$ cat config.mk
export PLATFORM = sky130hd
export DESIGN_NAME = bus_xfer_unit
export DESIGN_NICKNAME = d
export VERILOG_FILES = /design/src/rtl/bus_xfer_unit.sv
export SDC_FILE = /design/constraint.sdc
export NUM_CORES = 1
export LEC_CHECK = 0
export CAP_MARGIN = 20
export CORE_UTILIZATION = 42
export CTS_BUF_LIST = sky130_fd_sc_hd__clkbuf_8
export DETAILED_ROUTE_END_ITERATION = 10
export PLACE_DENSITY = 0.78
export SYNTH_ARGS = -nofsm -noshare
export SYNTH_HDL_FRONTEND = slang
export SYNTH_SLANG_ARGS = --single-unit
$ cat constraint.sdc
create_clock -name clk -period 1.6 [get_ports clk]
set_clock_uncertainty 0.2 [all_clocks]
set_input_delay 0.24 -clock clk [delete_from_list [all_inputs] [get_ports clk]]
set_output_delay 0.24 -clock clk [all_outputs]
set_load 0.02 [all_outputs]
$ cat src/rtl/bus_xfer_unit.sv
module bus_xfer_unit #(
  parameter int W    = 8,
  parameter int NREG = 4,
  parameter int SELW = $clog2(NREG + 2) + ((NREG + 2) == (1 << $clog2(NREG + 2)) ? 1 : 0)
) (
  input  logic              clk,
  input  logic              rst,
  input  logic [SELW-1:0]   src_sel,
  input  logic [NREG-1:0]   load_en,
  input  logic [W-1:0]      ext_a,
  input  logic [W-1:0]      ext_b,
  output logic [W-1:0]      bus_o,
  output logic [NREG*W-1:0] regs_o
);

  localparam int NSRC = NREG + 2;

  logic [W-1:0] rf [NREG];
  logic [W-1:0] src [NSRC];

  assign src[0] = ext_a;
  assign src[1] = ext_b;

  genvar k;
  generate
    for (k = 0; k < NREG; k++) begin : g_reg
      assign src[k+2] = rf[k];
      assign regs_o[k*W +: W] = rf[k];

      always_ff @(posedge clk) begin
        if (rst)             rf[k] <= '0;
        else if (load_en[k]) rf[k] <= bus_o;
      end


      load_takes_bus_chk: assert property (@(posedge clk) disable iff (rst)
        load_en[k] |=> rf[k] == $past(bus_o));

      hold_when_idle_chk: assert property (@(posedge clk) disable iff (rst)
        !load_en[k] |=> $stable(rf[k]));
    end
  endgenerate

  always_comb begin
    bus_o = '0;
    for (int s = 0; s < NSRC; s++)
      if (int'(src_sel) == s) bus_o = src[s];
  end


  reset_clears_chk: assert property (@(posedge clk)
    rst |=> regs_o == '0);

  bad_sel_zero_chk: assert property (@(posedge clk) disable iff (rst)
    int'(src_sel) >= NSRC |-> bus_o == '0);

  ext_a_route_chk: assert property (@(posedge clk) disable iff (rst)
    src_sel == '0 |-> bus_o == ext_a);

endmodule

==> results of run 1 <==
==> final cells by class <==
class	count	area [sq um]	share of cell area
Clock buffer	5	68.8	0.0193
Clock inverter	3	11.3	0.00316
Tap cell	52	65.1	0.0183
Timing Repair Buffer	144	1320	0.371
Sequential cell	32	961	0.270
Multi-Input combinational cell	138	1140	0.319
==> per-stage QoR <==
step	hold WS (ns)	worst slack [ns]	power (mW)	TNS, ns	utilization
floorplan	0.358	0.000172	1.39	0	-
global placement	0.680	-0.973	1.79	-27.23	0.713
CTS	0.536	-0.231	2.45	-1.64	0.786
global route	0.534	-0.294	2.61	-2.41	0.819
finish	0.508	-0.243	2.55	-1.82	0.819
detailed placement	0.689	-1.02	1.81	-29.56	0.713
==> worst max-delay path: stages, from the launching register on <==
cell and delay (ns):
edfxtp_1 0.40, mux2i_1 0.10, a211o_1 0.31, a21oi_4 0.17, buf_6 0.13
==> cell usage after synthesis (all sizes together) <==
cell type,n,share of area
a211o,8,0.037
a21oi,40,0.11
and2b,1,0.0046
buf,7,0.032
clkbuf,5,0.011
edfxtp,32,0.51
mux2,16,0.095
mux2i,8,0.042
nand2,8,0.016
nor2,8,0.016
nor2b,4,0.013
nor3,8,0.021
o21ai,32,0.084
or2,4,0.013
or2b,1,0.0040
==> final timing paths <==
path | to | slack, ns | cells after the start
max | bus_o[3] | -0.24 | 4
min | rf[0][1]$_SDFFCE_PN0P_ | 0.51 | 4
max reg2reg | rf[2][6]$_SDFFCE_PN0P_ | -0.03 | 4
min reg2reg | rf[0][7]$_SDFFCE_PN0P_ | 0.66 | 3
==> logic make-up after synthesis <==
kind of cell | count (synthesis)
compound gates | 80
flops | 32
buf+inv | 12
simple gates | 34
mux | 24
==> power groups by stage <==
| stage | logic (mW) | registers (mW) | clock network, mW |
|---|---|---|---|
| after CTS | 0.834 | 1.02 | 0.598 |
| final | 0.921 | 1.03 | 0.600 |
| after detailed placement | 0.769 | 1.04 | 0 |
| after global routing | 0.962 | 1.03 | 0.623 |
| after global placement | 0.750 | 1.04 | 0 |
| after floorplan | 0.283 | 1.11 | 0 |
==> layer usage <==
| metal | wire length (microns) | GRT usage | vias up |
|---|---|---|---|
| li1 | - | - | 977 |
| met1 | 2840 | 0.345 | 1041 |
| met2 | 3920 | 0.533 | 150 |
| met3 | 586 | 0.0712 | 23 |
| met4 | 188 | 0.136 | 0 |
| met5 | 0 | 0 | - |
==> what timing repair did <==
item | in CTS | in global routing
endpoints found under the setup margin | 72 | 59
gates resized for setup | 161 | 73
gates cloned | 3 | 0
pin swaps | 14 | 6
buffers inserted | 7 | 12
hold endpoints to repair | 0 | 0
==> results.md, run 1 <==
* Most frequent cells in the layout: buf_4 (69), edfxtp_1 (32), a21oi_1 (24), dlygate4sd2_1 (19), o21ai_1 (18)
* Yosys warning count at 0
* Clock latency on the worst-skew pair at 0.29 ns
* Max reg flops at 32
* Antenna Nets Post-Route at 0
* Slew @ Worst Pin at 0.487 ns
* Compound-gate portion of the synthesized area at 0.226
* Part of the power in registers at 0.403
* Worst setup startpoint: rf[3][3]$_SDFFCE_PN0P_
* WL/cell at 20.2 microns
* Die width at slightly below 70 microns
* Min Tclk post-route at 1.84 ns
* Via-to-Cell Ratio at between 5 and 6
* Worst setup margin at -0.243 ns
* Initial core utilization at 0.436
* Multiplexer area fraction after synthesis at 0.137
* Grt ovf at 0
* Top-Level Pins at 65
* Xor/xnor share of the synthesized area at 0
* Kind of critical path: register to output port
* Netlist cell types at 19
* Leading registers by flop count: rf: 32 flops
* CTS tree: yes
* Net switching power at 804 uW
* Initial antenna violation count at 0
* HP Start: rst
* Required time worst endpoint at 1.16 ns
* Port Buf Inserts at 64
* # diodes at 0
* VDD IR max at 0.660 mV
* Setup Viol. Count Final at 16
* Largest register by flop count: rf
* Synth Area in Adders at 0
* Post-Synth Simple-Gate Area at 0.0876
* Post-cts hold buffer count at 0
* CP startpoint kind: register
* First-pass GRT wire length at 11,100 microns
* Final instance area at approximately 3600 sq um
* CTS clk-pin slew, worst paths at ~0.070 ns
* Power share of the clock group at 0.236
* Synthesized instance count at 182
* Clock sinks at 32
* Status: finished, violations left
* Placed cell areas at 3100 sq um
* RR Startpoint: rf[3][6]$_SDFFCE_PN0P_
* Root Buffer: clkbuf_8
* Largest net degree at the start of global routing at 17
* Fin. Hold Viols at 0
* GP Congestion at just under 0.9
* Worst-case clock buffer depth at 2
* Gr usage total at 0.302
* Most common cell after layout, fill and taps aside: buf_4
* HP Class: input pin to register
* Final std cells w/o fill at roughly 370
* Nets at about 350
* Largest family of logic cells by synthesized area: compound AO/OA/AOI/OAI gates
* 1st-pass router iterations at 5
* Slew headroom at 0.674
* Critical Path Sink Type: output port
* Critical path peak fanout at 3
* H-tree depth at 2
* Final WL at 7540 microns
* Violated checks: negative setup slack
* Synthesis-to-finish area growth at 87.6%
* DR iter-0 viols at 144
* Core Rows at 24
* Max-cap violations at 0
* Max Fclk at between 0.5 and 0.6 GHz
* Share of cells above drive strength 1 at 0.531
* Core area at 4350 sq um
* Final Max Tran Viols at 0
* Syn Area/Cell at 10.4 sq um
* RSZ-0062 raised after global routing: true
* Leakage at 1.61 nW
* Inst Count DP at ~350
* Comb pwr share at 0.362
* Synthesized area at 1900 sq um
* Via count at 2,191
* Pwr dens at 714 nW/um^2
* Final period util at 1.15
* Vias in the first global route at 2,233
* Sw Ratio at 0.316
* Pint at 1.74 mW
* # fillers at 264
* Die Area at 4800 sq um
* Seq/Total Area, Yosys at 0.506
* DIE HEIGHT at 69.3 microns
* Syn nets at 207
* Hpwl dp at 4200 microns
* Arrival @ worst endpoint at 1.40 ns
* TritonCTS buffer count at 5
* Flops & latches, synth at 32
* Drt drc at 0
No activity file was read; power rests on OpenSTA's default activity.
==> run 2: changes to the inputs <==
- ABC_CLOCK_PERIOD_IN_PS: not set -> 1600
==> results of run 2 <==
No change in the layout: final DEF, timing and power equal those of run 1.
